===== config.mk =====
export PLATFORM = sky130hd
export DESIGN_NAME = exc_ctx_unstack
export DESIGN_NICKNAME = d
export VERILOG_FILES = /design/src/rtl/unstk_pkg.sv /design/src/rtl/unstk_decide.sv /design/src/rtl/unstk_addr.sv /design/src/rtl/unstk_seq.sv /design/src/rtl/exc_ctx_unstack.sv
export SDC_FILE = /design/constraint.sdc
export NUM_CORES = 1
export LEC_CHECK = 0
export BUFFER_PORTS_ARGS = -buffer_cell sky130_fd_sc_hd__buf_2
export CAP_MARGIN = 5
export CORE_ASPECT_RATIO = 1.5
export CORE_MARGIN = 3
export CORE_UTILIZATION = 40
export DETAILED_ROUTE_END_ITERATION = 6
export PLACE_DENSITY = 0.7
export SYNTH_ARGS = -nofsm -noshare
export SYNTH_HDL_FRONTEND = slang
export SYNTH_HIERARCHICAL = 1
export SYNTH_SLANG_ARGS = --single-unit

===== constraint.sdc =====
create_clock -name clk -period 3.8 [get_ports clk]
set_input_delay 0.19 -clock clk [delete_from_list [all_inputs] [get_ports clk]]
set_output_delay 0.19 -clock clk [all_outputs]
set_load 0.02 [all_outputs]

===== src/rtl/unstk_pkg.sv =====
package unstk_pkg;
  localparam logic [31:0] SIG_WORD  = 32'hFEFA_125B;
  localparam int          N_REGS    = 8;
  localparam int          FIRST_REG = 4;
  localparam int          REG_BASE  = 8;   // byte offset of the first restored word
  localparam int          POP_BYTES = 40;  // size of the extra context
  localparam int          CNT_W     = $clog2(N_REGS + 1);

  typedef enum logic [1:0] {
    ST_IDLE = 2'd0,
    ST_REQ  = 2'd1,
    ST_RSP  = 2'd2
  } unstk_st_t;
endpackage


===== src/rtl/unstk_decide.sv =====
module unstk_decide #(
  parameter int RW       = 32,
  parameter int ES_POS   = 0,
  parameter int DCRS_POS = 5
) (
  input  logic [RW-1:0] ret_code,
  input  logic          secure_tgt,
  output logic          need_pop
);
  always_comb begin
    need_pop = secure_tgt && (!ret_code[ES_POS] || !ret_code[DCRS_POS]);
  end
endmodule


===== src/rtl/unstk_addr.sv =====
module unstk_addr #(
  parameter int AW = 32
) (
  input  logic [AW-1:0]               base,
  input  logic [unstk_pkg::CNT_W-1:0] step,
  output logic [AW-1:0]               addr
);
  import unstk_pkg::*;
  logic [AW-1:0] step_w;
  logic [AW-1:0] offs;

  always_comb begin
    step_w = {{(AW-CNT_W){1'b0}}, step};
    // step 0: signature word; step k>=1: word k of the register block
    if (step == '0) offs = '0;
    else            offs = AW'(REG_BASE) + ((step_w - AW'(1)) << 2);
    addr = base + offs;
  end
endmodule


===== src/rtl/unstk_seq.sv =====
module unstk_seq #(
  parameter int AW  = 32,
  parameter int DW  = 32,
  parameter int RIW = 4
) (
  input  logic           clk,
  input  logic           rst_n,
  input  logic           start,
  input  logic           need_pop,
  input  logic [AW-1:0]  fp_in,
  output logic [AW-1:0]  fp_q,
  output logic [unstk_pkg::CNT_W-1:0] step,
  output logic           busy,
  output logic           req_valid,
  input  logic           req_ready,
  input  logic [AW-1:0]  req_addr,
  input  logic           rsp_valid,
  input  logic [DW-1:0]  rsp_data,
  output logic           rf_we,
  output logic [RIW-1:0] rf_idx,
  output logic [DW-1:0]  rf_wdata,
  output logic           done,
  output logic [AW-1:0]  done_fp,
  output logic           fault,
  output logic           invis
);
  import unstk_pkg::*;
  unstk_st_t st;
  logic      last_step;
  logic      sig_bad;

  assign last_step = (step == CNT_W'(N_REGS));
  assign sig_bad   = (step == '0) && (rsp_data != DW'(SIG_WORD));

  always_ff @(posedge clk or negedge rst_n) begin
    if (!rst_n) begin
      st      <= ST_IDLE;
      step    <= '0;
      fp_q    <= '0;
      done    <= 1'b0;
      done_fp <= '0;
      fault   <= 1'b0;
      invis   <= 1'b0;
    end else begin
      done  <= 1'b0;
      fault <= 1'b0;
      invis <= 1'b0;
      unique case (st)
        ST_IDLE: if (start) begin
          fp_q <= fp_in;
          step <= '0;
          if (need_pop) st <= ST_REQ;
          else begin
            done    <= 1'b1;
            done_fp <= fp_in;
          end
        end
        ST_REQ: if (req_ready) st <= ST_RSP;
        ST_RSP: if (rsp_valid) begin
          if (sig_bad) begin
            fault <= 1'b1;
            invis <= 1'b1;
            st    <= ST_IDLE;
          end else if (last_step) begin
            done    <= 1'b1;
            done_fp <= fp_q + AW'(POP_BYTES);
            st      <= ST_IDLE;
          end else begin
            step <= step + 1'b1;
            st   <= ST_REQ;
          end
        end
        default: st <= ST_IDLE;
      endcase
    end
  end

  always_comb begin
    busy      = (st != ST_IDLE);
    req_valid = (st == ST_REQ);
    rf_we     = (st == ST_RSP) && rsp_valid && (step != '0);
    rf_idx    = RIW'(FIRST_REG) + RIW'(step) - RIW'(1);
    rf_wdata  = rsp_data;
  end

  AST_COMPLETE_EXCL: assert property (@(posedge clk) disable iff (!rst_n) !(done && fault));
  AST_DONE_PULSE: assert property (@(posedge clk) disable iff (!rst_n) done |=> !done);
  AST_REQ_HOLD: assert property (@(posedge clk) disable iff (!rst_n) (req_valid && !req_ready) |=> (req_valid && $stable(req_addr)));
  AST_INVIS_WITH_FAULT: assert property (@(posedge clk) disable iff (!rst_n) invis == fault);
  AST_WR_RANGE: assert property (@(posedge clk) disable iff (!rst_n) rf_we |-> (rf_idx >= RIW'(FIRST_REG) && rf_idx <= RIW'(FIRST_REG + N_REGS - 1)));
  AST_NO_REQ_AFTER_FAULT: assert property (@(posedge clk) disable iff (!rst_n) fault |-> !busy);
  AST_WR_NOT_AFTER_REQ: assert property (@(posedge clk) disable iff (!rst_n) rf_we |-> !req_valid);
endmodule


===== src/rtl/exc_ctx_unstack.sv =====
module exc_ctx_unstack #(
  parameter int AW       = 32,
  parameter int DW       = 32,
  parameter int RW       = 32,
  parameter int RIW      = 4,
  parameter int ES_POS   = 0,
  parameter int DCRS_POS = 5
) (
  input  logic           clk,
  input  logic           rst_n,
  input  logic           start,
  input  logic [RW-1:0]  exc_ret,
  input  logic           to_secure,
  input  logic [AW-1:0]  frame_ptr,
  output logic           busy,
  output logic           rd_req_valid,
  input  logic           rd_req_ready,
  output logic [AW-1:0]  rd_req_addr,
  input  logic           rd_rsp_valid,
  input  logic [DW-1:0]  rd_rsp_data,
  output logic           rf_we,
  output logic [RIW-1:0] rf_idx,
  output logic [DW-1:0]  rf_wdata,
  output logic           done,
  output logic [AW-1:0]  done_fp,
  output logic           fault,
  output logic           sfsr_invis_set
);
  import unstk_pkg::*;
  logic              need_pop;
  logic [AW-1:0]     fp_q;
  logic [CNT_W-1:0]  step;

  unstk_decide #(.RW(RW), .ES_POS(ES_POS), .DCRS_POS(DCRS_POS)) u_decide (
    .ret_code(exc_ret), .secure_tgt(to_secure), .need_pop(need_pop)
  );

  unstk_addr #(.AW(AW)) u_addr (
    .base(fp_q), .step(step), .addr(rd_req_addr)
  );

  unstk_seq #(.AW(AW), .DW(DW), .RIW(RIW)) u_seq (
    .clk(clk), .rst_n(rst_n), .start(start), .need_pop(need_pop),
    .fp_in(frame_ptr), .fp_q(fp_q), .step(step), .busy(busy),
    .req_valid(rd_req_valid), .req_ready(rd_req_ready), .req_addr(rd_req_addr),
    .rsp_valid(rd_rsp_valid), .rsp_data(rd_rsp_data),
    .rf_we(rf_we), .rf_idx(rf_idx), .rf_wdata(rf_wdata),
    .done(done), .done_fp(done_fp), .fault(fault), .invis(sfsr_invis_set)
  );

  AST_NOPOP_DONE_NEXT: assert property (@(posedge clk) disable iff (!rst_n) (start && !busy && !need_pop) |=> (done && !busy));
  AST_POP_GOES_BUSY: assert property (@(posedge clk) disable iff (!rst_n) (start && !busy && need_pop) |=> (busy && !done));
endmodule


==> results of run 1 <==
registers in the layout, indices dropped and copies added, names as in the netlist:
register and cells:
u_seq/done 1, u_seq/done_fp 32, u_seq/invis 1, u_seq/st 2, u_seq/step 4, u_seq/fp_q 32
stage by stage:
stage	hold slack, ns	total power, mW
floorplan	-0.106	2.22
global placement	0.392	2.75
detailed placement	0.394	2.77
CTS	0.0392	3.79
global route	0.0698	4.05
finish	-0.00174	3.83
layout make-up:
| cell class | instances | area [um^2] | share of cell area, % |
|---|---|---|---|
| Timing Repair Buffer | 211 | 1250 | 17.6 |
| Clock inverter | 6 | 108 | 1.51 |
| Inverter | 22 | 82.6 | 1.16 |
| Sequential cell | 72 | 1800 | 25.4 |
| Multi-Input combinational cell | 522 | 3430 | 48.3 |
| Clock buffer | 10 | 229 | 3.22 |
| Tap cell | 159 | 199 | 2.80 |
what timing repair did:
action                     in CTS  in global routing
buffers inserted                6                  6
pin swaps                      23                 21
gates cloned                    1                  0
setup endpoints to repair      22                 24
resized for setup              44                 48
kinds of logic (layout without fill, tap and decap cells):
group | count (synthesis) | in the layout | share of synthesized area [%]
XOR/XNOR | 55 | 55 | 8.88
adder cells (fa/ha/maj) | 12 | 12 | 2.91
flip-flops | 72 | 72 | 33.2
AND/OR/NAND/NOR | 325 | 325 | 30.2
buffers and inverters | 90 | 249 | 9.07
multiplexers | 5 | 5 | 0.946
AO/OA/AOI/OAI | 124 | 125 | 14.8
worst paths after layout:
path / from / endpoint / cells after the start
worst max-delay path: u_seq/step[1] / rd_req_addr[26] / 16
min in group clk: frame_ptr[19] / u_seq/fp_q[19] / 3
max in group asynchronous: rst_n / u_seq/fp_q[14] / 1
worst min register to register: u_seq/done_fp[24] / u_seq/done_fp[24] / 2
worst max register to register: u_seq/st[1] / u_seq/done_fp[20] / 3
worst min-delay path: rst_n / u_seq/done_fp[27] / 1
synth_stat cells (3+ instances only):
cell type,count,area [um^2]
sky130_fd_sc_hd__o22ai_1,9,56.3
sky130_fd_sc_hd__dfrtp_1,72,1800
sky130_fd_sc_hd__nand2_1,142,533
sky130_fd_sc_hd__a31oi_1,14,87.6
sky130_fd_sc_hd__nor2_1,47,176
sky130_fd_sc_hd__nand3_1,32,160
sky130_fd_sc_hd__nand4b_1,6,52.6
sky130_fd_sc_hd__nand4_1,14,87.6
sky130_fd_sc_hd__nor3_1,19,95.1
sky130_fd_sc_hd__o21ai_0,23,115
sky130_fd_sc_hd__a21oi_1,28,140
sky130_fd_sc_hd__and2_1,3,18.8
sky130_fd_sc_hd__mux2i_1,4,40.0
sky130_fd_sc_hd__ha_1,11,138
sky130_fd_sc_hd__buf_4,35,263
sky130_fd_sc_hd__xnor2_1,31,272
sky130_fd_sc_hd__nor4_1,14,87.6
sky130_fd_sc_hd__and3_1,6,37.5
sky130_fd_sc_hd__and4_1,5,43.8
sky130_fd_sc_hd__or4b_1,3,30.0
sky130_fd_sc_hd__o21ai_1,14,70.1
sky130_fd_sc_hd__buf_2,12,60.1
sky130_fd_sc_hd__clkbuf_1,20,75.1
sky130_fd_sc_hd__xor2_1,24,210
sky130_fd_sc_hd__nand2b_1,3,18.8
sky130_fd_sc_hd__inv_1,21,78.8
sky130_fd_sc_hd__or3_4,3,33.8
sky130_fd_sc_hd__o31a_1,3,26.3
sky130_fd_sc_hd__o211ai_1,5,37.5
sky130_fd_sc_hd__nor2b_1,6,37.5
sky130_fd_sc_hd__o21a_1,3,22.5
routing by layer:
metal  global-route usage [%]  share of wire [%]
met1                     25.9                 37
met2                     43.3                 52
met3                     3.10                6.1
met4                     10.8                4.6
met5                        0                  0
critical path, cell delays in order (launching register included):
cell and delay (ns):
sky130_fd_sc_hd__dfrtp_1 0.38, sky130_fd_sc_hd__inv_2 0.11, sky130_fd_sc_hd__ha_4 0.15, sky130_fd_sc_hd__xor2_1 0.16, sky130_fd_sc_hd__ha_2 0.20, sky130_fd_sc_hd__or4b_4 0.47, sky130_fd_sc_hd__o21ai_2 0.08, sky130_fd_sc_hd__nand2_1 0.08
sky130_fd_sc_hd__o311ai_2 0.08, sky130_fd_sc_hd__ha_2 0.25, sky130_fd_sc_hd__o21a_1 0.11, sky130_fd_sc_hd__o31a_1 0.39, sky130_fd_sc_hd__o211ai_1 0.21, sky130_fd_sc_hd__buf_4 0.21, sky130_fd_sc_hd__o41ai_4 0.20, sky130_fd_sc_hd__xor2_1 0.26
sky130_fd_sc_hd__buf_4 0.19
power by group through the flow:
stage | clock (mW) | combinational, mW | sequential, mW
after global routing | 1.02 | 1.64 | 1.39
final | 0.966 | 1.51 | 1.35
after floorplan | 0 | 0.827 | 1.39
after global placement | 0 | 1.40 | 1.35
after CTS | 0.984 | 1.46 | 1.35
after detailed placement | 0 | 1.42 | 1.36
==> metrics.log, run 1 <==
[metrics] outcome: finished with violations
[metrics] violated checks: hold timing, setup timing
[metrics] width of the die: 101 um
[metrics] Worst slew margin: 37.7%
[metrics] Max Buffers Root-to-Sink: 2
[metrics] wire length of the first global-routing pass: 27800 um
[metrics] initial antenna violation count: 0
[metrics] number of nets with antenna violations after routing: 0
[metrics] GRT Overall Usage: 23.4%
[metrics] number of pins with negative max-slew slack in the final report: 0
[metrics] gp weighted congestion: 0.878
[metrics] TritonCTS clock tree: yes
[metrics] Internal Dissipation: 2.21 mW
[metrics] setup repair after global routing missed its margin: yes
[metrics] number of unique standard cell types used by synthesis: 71
[metrics] ys flop type: sky130_fd_sc_hd__dfrtp_1
[metrics] Routed wire per std cell: 18.2 um
[metrics] fraction of the cycle the final worst path needs: 107%
[metrics] DRC errors left: 0
[metrics] CTS root buffer: sky130_fd_sc_hd__clkbuf_16
[metrics] largest net degree at the start of global routing: 73
[metrics] critical path start-end classification: flop to output pin
[metrics] top achievable clock speed: 0.247 GHz
[metrics] HPWL Detailed: 13300 um
[metrics] flop-to-flop setup slack: 1.28 ns
[metrics] sequential area share after synthesis: 33.2%
[metrics] sum of routed wire length over all layers: 18300 um
[metrics] vias in the first global route: 5375
[metrics] critical path peak fanout: 7
[metrics] count of endpoints failing hold in the final timing report: 2
[metrics] setup-violating endpoint count in the final report: 22
[metrics] count of placed standard cells in the final layout, fillers left out: 1002
[metrics] standard cell area after detailed placement: 6290 um^2
[metrics] type of origin of the critical path: flop
[metrics] core footprint: 13100 um^2
[metrics] commonest cells after routing, fill and taps aside: 152 x sky130_fd_sc_hd__buf_2, 141 x sky130_fd_sc_hd__nand2_1, 72 x sky130_fd_sc_hd__dfrtp_1
[metrics] combined area of all synthesized cells: 5420 um^2
[metrics] total negative setup slack: -1.97 ns
[metrics] insertion delay of the later-clocked pin in the worst-skew pair: 0.33 ns
[metrics] layout overhead on the synthesized area: 31.0%
[metrics] worst setup margin: -0.256 ns
[metrics] number of synthesized flops with an enable pin: 0
[metrics] fraction of layout cells with a size suffix above 1: 34.4%
[metrics] number of search-and-repair iterations in the first detailed-routing pass: 5
[metrics] share of flip-flops with an asynchronous set or reset: 100%
[metrics] worst slew pin tran: 0.934 ns
[metrics] H-Tree Depth: 3
[metrics] Peak supply drop: 0.000306 V
[metrics] core occupancy in the finished layout: 54.0%
[metrics] clk_skew: 0.00744 ns
[metrics] overflow left after global routing: 0
[metrics] sequential fraction of design power: 35.4%
[metrics] pre-CTS setup slack: 0.0599 ns
[metrics] Die H: 149 um
[metrics] power density cells: 539 nW/um^2
[metrics] net count after synthesis: 797
[metrics] P_sw: 1.62 mW
[metrics] initial core utilization: 41.3%
[metrics] number of synthesized register bits: 72
[metrics] count of max-cap constraint violations: 0
[metrics] cts bufs inserted: 9
[metrics] Post-Syn Instances: 683
[metrics] vias post-DR: 5662
[metrics] mean post-synth cell area: 7.94 um^2
[metrics] number of placed I/O pins: 208
[metrics] portion of total power attributed to the clock network: 25.3%
[metrics] Critical Path Sink Type: output pin
[metrics] minimum clock period after layout: 4.06 ns
[metrics] synth warn: 6
[metrics] CTS Hold Bufs: 0
[metrics] worst hold slack: -0.00174 ns
[metrics] Placed Instances: 974
[metrics] switching part of the total: 42.2%
[metrics] path type of the worst min-delay path: input pin to asynchronous set/reset pin
[metrics] number of nets in the layout: 952
[metrics] detailed router's first-iteration violation count: 300
[metrics] clock transition time at the flip-flop clock pins of the worst setup and hold paths: 0.06 ns
[metrics] clock sink count: 72
[metrics] Vias per Instance: 5.65
[metrics] power share of the combinational group: 39.4%
[metrics] data arrival time of the critical path: 3.87 ns
[metrics] leading cell type in the layout, fill and taps excluded: sky130_fd_sc_hd__buf_2
[metrics] count of standard-cell rows: 51
[metrics] Leak Pwr: 3.31 nW
[metrics] Port Buffers: 177
[metrics] cell area after layout: 7100 um^2
[metrics] number of antenna diodes: 0
[metrics] fillers: 1276
[metrics] area of the die: 15000 um^2
[metrics] required time of the critical path: 3.61 ns
No activity file was read; power rests on OpenSTA's default activity.
==> run 2, diff against run 1 <==
--- a/config.mk
+++ b/config.mk
@@ -8,7 +8,7 @@
 export BUFFER_PORTS_ARGS = -buffer_cell sky130_fd_sc_hd__buf_2
 export CAP_MARGIN = 5
 export CORE_ASPECT_RATIO = 1.5
-export CORE_MARGIN = 3
+export CORE_MARGIN = 2
 export CORE_UTILIZATION = 40
 export DETAILED_ROUTE_END_ITERATION = 6
 export PLACE_DENSITY = 0.7
==> metrics.log, run 2 (synthesis results as in run 1) <==
[metrics] registers with the most flip-flops: u_seq/done_fp (32), u_seq/fp_q (32), u_seq/step (4)
[metrics] P_sw: 1.62 mW
[metrics] H-Tree Depth: 3
[metrics] fraction of layout cells with a size suffix above 1: 34.9%
[metrics] number of placed I/O pins: 208
[metrics] critical path start-end classification: flop to output pin
[metrics] layout overhead on the synthesized area: 31.1%
[metrics] switching part of the total: 42.9%
[metrics] Die H: 147 um
[metrics] Routed wire per std cell: 18.3 um
[metrics] sequential standard cell area: 1800 um^2
[metrics] minimum clock period after layout: 4.03 ns
[metrics] TritonCTS clock tree: yes
[metrics] largest net degree at the start of global routing: 73
[metrics] critical path peak fanout: 6
[metrics] setup repair after global routing missed its margin: yes
[metrics] number of nets with antenna violations after routing: 0
[metrics] core footprint: 13400 um^2
[metrics] leading cell type in the layout, fill and taps excluded: sky130_fd_sc_hd__buf_2
[metrics] fillers: 1278
[metrics] top achievable clock speed: 0.248 GHz
[metrics] number of pins with negative max-slew slack in the final report: 0
[metrics] area of the die: 14500 um^2
[metrics] initial antenna violation count: 0
[metrics] clk_skew: 0.00972 ns
[metrics] count of endpoints failing hold in the final timing report: 13
[metrics] data arrival time of the critical path: 3.84 ns
[metrics] clock sink count: 72
[metrics] power share of the combinational group: 39.4%
[metrics] GRT Overall Usage: 24.7%
[metrics] cts bufs inserted: 9
[metrics] total power: 3.78 mW
[metrics] initial core utilization: 40.5%
[metrics] type of origin of the critical path: flop
[metrics] vias post-DR: 5711
[metrics] Worst slew margin: 34.7%
[metrics] Port Buffers: 177
[metrics] worst hold slack: -0.00625 ns
[metrics] gp weighted congestion: 0.873
[metrics] wire length of the first global-routing pass: 28200 um
[metrics] violated checks: hold timing, setup timing
[metrics] count of placed standard cells in the final layout, fillers left out: 1011
[metrics] Leak Pwr: 3.33 nW
[metrics] clock transition time at the flip-flop clock pins of the worst setup and hold paths: 0.05 ns
[metrics] setup-violating endpoint count in the final report: 22
[metrics] DRC errors left: 0
[metrics] commonest cells after routing, fill and taps aside: 155 x sky130_fd_sc_hd__buf_2, 141 x sky130_fd_sc_hd__nand2_1, 72 x sky130_fd_sc_hd__dfrtp_1
[metrics] Vias per Instance: 5.65
[metrics] count of max-cap constraint violations: 0
[metrics] fraction of the cycle the final worst path needs: 106%
[metrics] required time of the critical path: 3.61 ns
[metrics] number of antenna diodes: 0
[metrics] count of standard-cell rows: 52
[metrics] power density cells: 531 nW/um^2
[metrics] Peak supply drop: 0.000265 V
[metrics] total negative setup slack: -2.64 ns
[metrics] number of nets in the layout: 958
[metrics] HPWL Detailed: 13300 um
[metrics] path type of the worst min-delay path: input pin to asynchronous set/reset pin
[metrics] overflow left after global routing: 0
[metrics] CTS root buffer: sky130_fd_sc_hd__clkbuf_16
[metrics] outcome: finished with violations
[metrics] insertion delay of the later-clocked pin in the worst-skew pair: 0.34 ns
[metrics] vias in the first global route: 5321
[metrics] width of the die: 99.1 um
[metrics] CTS Hold Bufs: 0
[metrics] Internal Dissipation: 2.16 mW
[metrics] worst setup margin: -0.229 ns
[metrics] Placed Instances: 984
[metrics] sum of routed wire length over all layers: 18500 um
[metrics] area of the multi-input gates: 3440 um^2
[metrics] worst slew pin tran: 0.979 ns
[metrics] number of search-and-repair iterations in the first detailed-routing pass: 5
[metrics] Critical Path Sink Type: output pin
[metrics] pre-CTS setup slack: -0.0563 ns
[metrics] Max Buffers Root-to-Sink: 2
[metrics] portion of total power attributed to the clock network: 24.6%
[metrics] detailed router's first-iteration violation count: 349
[metrics] sequential fraction of design power: 36.1%
-- run 2: cell count changes in the layout (fill, tap and decap cells not counted), moves of 3 or more --
cell / previous run / this run
sky130_fd_sc_hd__a31oi_1: 9 / 12
sky130_fd_sc_hd__a31oi_2: 5 / 2
sky130_fd_sc_hd__buf_2: 152 / 155
sky130_fd_sc_hd__buf_4: 49 / 57
sky130_fd_sc_hd__buf_6: 9 / 5
-- run 2: worst max-delay path, stage by stage, from the launching register on --
cell	delay [ns]
sky130_fd_sc_hd__dfrtp_1	0.38
sky130_fd_sc_hd__inv_2	0.13
sky130_fd_sc_hd__ha_4	0.17
sky130_fd_sc_hd__xor2_2	0.15
sky130_fd_sc_hd__ha_2	0.18
sky130_fd_sc_hd__or4b_4	0.47
sky130_fd_sc_hd__o21ai_2	0.07
sky130_fd_sc_hd__nand2_1	0.07
sky130_fd_sc_hd__o311ai_2	0.07
sky130_fd_sc_hd__buf_4	0.17
sky130_fd_sc_hd__ha_4	0.14
sky130_fd_sc_hd__o21a_1	0.12
sky130_fd_sc_hd__o31a_1	0.36
sky130_fd_sc_hd__o21ai_2	0.12
sky130_fd_sc_hd__or4_4	0.52
sky130_fd_sc_hd__o41ai_4	0.08
sky130_fd_sc_hd__xor2_2	0.17
sky130_fd_sc_hd__buf_6	0.13
-- run 2: path summary, 6_finish.rpt --
path,start,end,slack (ns),cells after the start
max,u_seq/step[0],rd_req_addr[28],-0.23,17
min,rst_n,u_seq/done_fp[29],-0.006,1
max reg2reg,u_seq/st[1],u_seq/done_fp[28],1.50,4
min reg2reg,u_seq/done_fp[24],u_seq/done_fp[24],0.47,2
max in group asynchronous,rst_n,u_seq/step[1],3.18,1
min in group clk,frame_ptr[23],u_seq/fp_q[23],0.06,3
-- run 2: final cells by class --
type / count / share of cell area [%]
multi-input combinational: 522 / 48.4
sequential: 72 / 25.3
clock inverter: 5 / 1.13
inverter: 22 / 1.16
tap: 162 / 2.85
timing repair buffer: 217 / 17.7
clock buffer: 11 / 3.41
-- run 2: what timing repair did --
item / 4_1_cts / 5_1_grt
gates resized for setup: 57 / 29
setup buffers: 5 / 5
endpoints found under the setup margin: 24 / 24
cloned: 1 / 0
pin swaps: 25 / 22
-- run 2: stage by stage --
step,instance area [um^2],util [%]
floorplan,5430,-
global placement,6350,47.4
detailed placement,6350,47.4
CTS,6950,51.9
global route,7110,53.0
finish,7110,53.0
-- run 2: power groups by stage --
stage | clock network, mW | logic (mW) | registers, mW
after floorplan | 0 | 0.827 | 1.39
after global routing | 0.972 | 1.61 | 1.40
final | 0.928 | 1.49 | 1.36
after CTS | 0.937 | 1.46 | 1.36
after detailed placement | 0 | 1.41 | 1.36
after global placement | 0 | 1.40 | 1.36
-- run 2: routing by layer --
metal	track usage [%]	share of wire, %
met5	0	0
met4	12.3	4.3
met3	2.49	5.9
met2	46.5	54
met1	27.0	36
==> run 3, diff against run 2 <==
--- a/config.mk
+++ b/config.mk
@@ -12,6 +12,7 @@
 export CORE_UTILIZATION = 40
 export DETAILED_ROUTE_END_ITERATION = 6
 export PLACE_DENSITY = 0.7
+export SETUP_SLACK_MARGIN = 0.15
 export SYNTH_ARGS = -nofsm -noshare
 export SYNTH_HDL_FRONTEND = slang
 export SYNTH_HIERARCHICAL = 1
==> metrics.log, run 3 (synthesis results as in run 1) <==
[metrics] outcome: finished with violations
[metrics] violated checks: hold timing, setup timing
[metrics] registers with the most flip-flops: u_seq/done_fp (32), u_seq/fp_q (32), u_seq/step (4)
[metrics] Leak Pwr: 3.32 nW
[metrics] Die H: 147 um
[metrics] count of max-cap constraint violations: 0
[metrics] initial core utilization: 40.5%
[metrics] Peak supply drop: 0.000282 V
[metrics] TritonCTS clock tree: yes
[metrics] core footprint: 13400 um^2
[metrics] cts bufs inserted: 9
[metrics] clk_skew: 0.00572 ns
[metrics] number of search-and-repair iterations in the first detailed-routing pass: 5
[metrics] vias post-DR: 5722
[metrics] largest net degree at the start of global routing: 73
[metrics] commonest cells after routing, fill and taps aside: 152 x sky130_fd_sc_hd__buf_2, 141 x sky130_fd_sc_hd__nand2_1, 70 x sky130_fd_sc_hd__dfrtp_1
[metrics] pre-CTS setup slack: 0.105 ns
[metrics] number of placed I/O pins: 208
[metrics] vias in the first global route: 5498
[metrics] H-Tree Depth: 3
[metrics] setup-violating endpoint count in the final report: 14
[metrics] initial antenna violation count: 0
[metrics] clock sink count: 72
[metrics] CTS Hold Bufs: 0
[metrics] GRT Overall Usage: 24.9%
[metrics] detailed router's first-iteration violation count: 316
[metrics] sum of routed wire length over all layers: 18400 um
[metrics] number of nets with antenna violations after routing: 0
[metrics] width of the die: 99.1 um
[metrics] data arrival time of the critical path: 3.76 ns
[metrics] worst hold slack: -0.00575 ns
[metrics] Port Buffers: 177
[metrics] critical path start-end classification: flop to output pin
[metrics] number of antenna diodes: 0
[metrics] setup repair after global routing missed its margin: yes
[metrics] layout overhead on the synthesized area: 32.8%
[metrics] count of placed standard cells in the final layout, fillers left out: 1006
[metrics] Max Buffers Root-to-Sink: 2
[metrics] top achievable clock speed: 0.253 GHz
[metrics] Placed Instances: 976
[metrics] Critical Path Sink Type: output pin
[metrics] path type of the worst min-delay path: input pin to asynchronous set/reset pin
[metrics] DRC errors left: 0
[metrics] insertion delay of the later-clocked pin in the worst-skew pair: 0.34 ns
[metrics] core occupancy in the finished layout: 53.8%
[metrics] gp weighted congestion: 0.899
[metrics] type of origin of the critical path: flop
[metrics] critical path peak fanout: 6
[metrics] required time of the critical path: 3.61 ns
[metrics] worst slew pin tran: 1.13 ns
[metrics] number of pins with negative max-slew slack in the final report: 0
[metrics] wire length of the first global-routing pass: 28600 um
[metrics] minimum clock period after layout: 3.95 ns
[metrics] Worst slew margin: 24.4%
[metrics] clock transition time at the flip-flop clock pins of the worst setup and hold paths: 0.06 ns
[metrics] count of endpoints failing hold in the final timing report: 12
[metrics] power density cells: 517 nW/um^2
[metrics] worst setup margin: -0.151 ns
[metrics] number of nets in the layout: 954
[metrics] count of standard-cell rows: 52
[metrics] Vias per Instance: 5.69
[metrics] total power: 3.73 mW
[metrics] fraction of layout cells with a size suffix above 1: 35.4%
[metrics] Routed wire per std cell: 18.3 um
[metrics] HPWL Detailed: 13100 um
[metrics] CTS root buffer: sky130_fd_sc_hd__clkbuf_16
[metrics] leading cell type in the layout, fill and taps excluded: sky130_fd_sc_hd__buf_2
[metrics] fraction of the cycle the final worst path needs: 104%
[metrics] area of the die: 14500 um^2
[metrics] overflow left after global routing: 0
==> run 3: cell types whose count changed in the layout (fill, tap and decap cells not counted), moves of 4 or more <==
cell,change
sky130_fd_sc_hd__buf_6,+7
sky130_fd_sc_hd__nor4_4,+7
sky130_fd_sc_hd__buf_4,-8
sky130_fd_sc_hd__nor4_2,-4
==> run 3: power breakdown <==
group          internal, mW  switching (mW)
clock                 0.522           0.328
combinational         0.580           0.928
sequential            0.991           0.377
==> run 3: critical path, cell delays in order, from the launching register on <==
cell                       delay [ns]
sky130_fd_sc_hd__dfrtp_2         0.42
sky130_fd_sc_hd__inv_4           0.09
sky130_fd_sc_hd__ha_4            0.15
sky130_fd_sc_hd__xor2_2          0.14
sky130_fd_sc_hd__ha_2            0.18
sky130_fd_sc_hd__or4b_4          0.46
sky130_fd_sc_hd__o21ai_2         0.07
sky130_fd_sc_hd__nand2_1         0.07
sky130_fd_sc_hd__o311ai_2        0.08
sky130_fd_sc_hd__ha_2            0.25
sky130_fd_sc_hd__o21a_1          0.13
sky130_fd_sc_hd__o31a_1          0.33
sky130_fd_sc_hd__o21ai_2         0.15
sky130_fd_sc_hd__or4_4           0.51
sky130_fd_sc_hd__o41ai_4         0.08
sky130_fd_sc_hd__xor2_2          0.17
sky130_fd_sc_hd__buf_6           0.13
==> run 3: layer usage <==
| layer | GRT usage [%] | share of wire [%] |
|---|---|---|
| met5 | 0 | 0 |
| met1 | 27.9 | 37 |
| met3 | 3.40 | 5.6 |
| met4 | 10.9 | 3.8 |
| met2 | 46.0 | 53 |
==> run 3: cell type report <==
type,count,area (um^2)
flip-flops and latches,72,1800
well taps,162,203
clock buffers,12,246
clock inverters,3,42.5
fillers,1297,6200
multi-input cells,521,3540
inverters,22,87.6
repair buffers,214,1280
==> run 3: worst paths after layout <==
kind | slack, ns | depth (start not counted) | to | start
worst max-delay path | -0.15 | 16 | rd_req_addr[28] | u_seq/step[0]
worst min-delay path | -0.006 | 1 | u_seq/done_fp[29] | rst_n
worst max register to register | 1.50 | 9 | u_seq/done_fp[24] | u_seq/step[0]
worst min register to register | 0.47 | 2 | u_seq/done_fp[24] | u_seq/done_fp[24]
max in group asynchronous | 3.14 | 1 | u_seq/step[0] | rst_n
min in group clk | 0.05 | 3 | u_seq/fp_q[0] | frame_ptr[0]
==> run 3: repair_timing <==
item / in CTS / in global routing
gates cloned: 0 / 0
gates resized for setup: 55 / 41
setup endpoints to repair: 24 / 25
pin swaps: 32 / 40
buffers inserted: 9 / 6
==> run 3: stage by stage <==
| step | area (um^2) | TNS [ns] | hold WS [ns] |
|---|---|---|---|
| 2_1_floorplan | 5510 | 0 | -0.106 |
| 4_1_cts | 6940 | -0.882 | 0.0388 |
| 3_3_place_gp | 6360 | 0 | 0.396 |
| 6_report | 7200 | -1.15 | -0.00575 |
| 5_1_grt | 7200 | -4.23 | 0.0567 |
| 3_5_place_dp | 6360 | 0 | 0.400 |
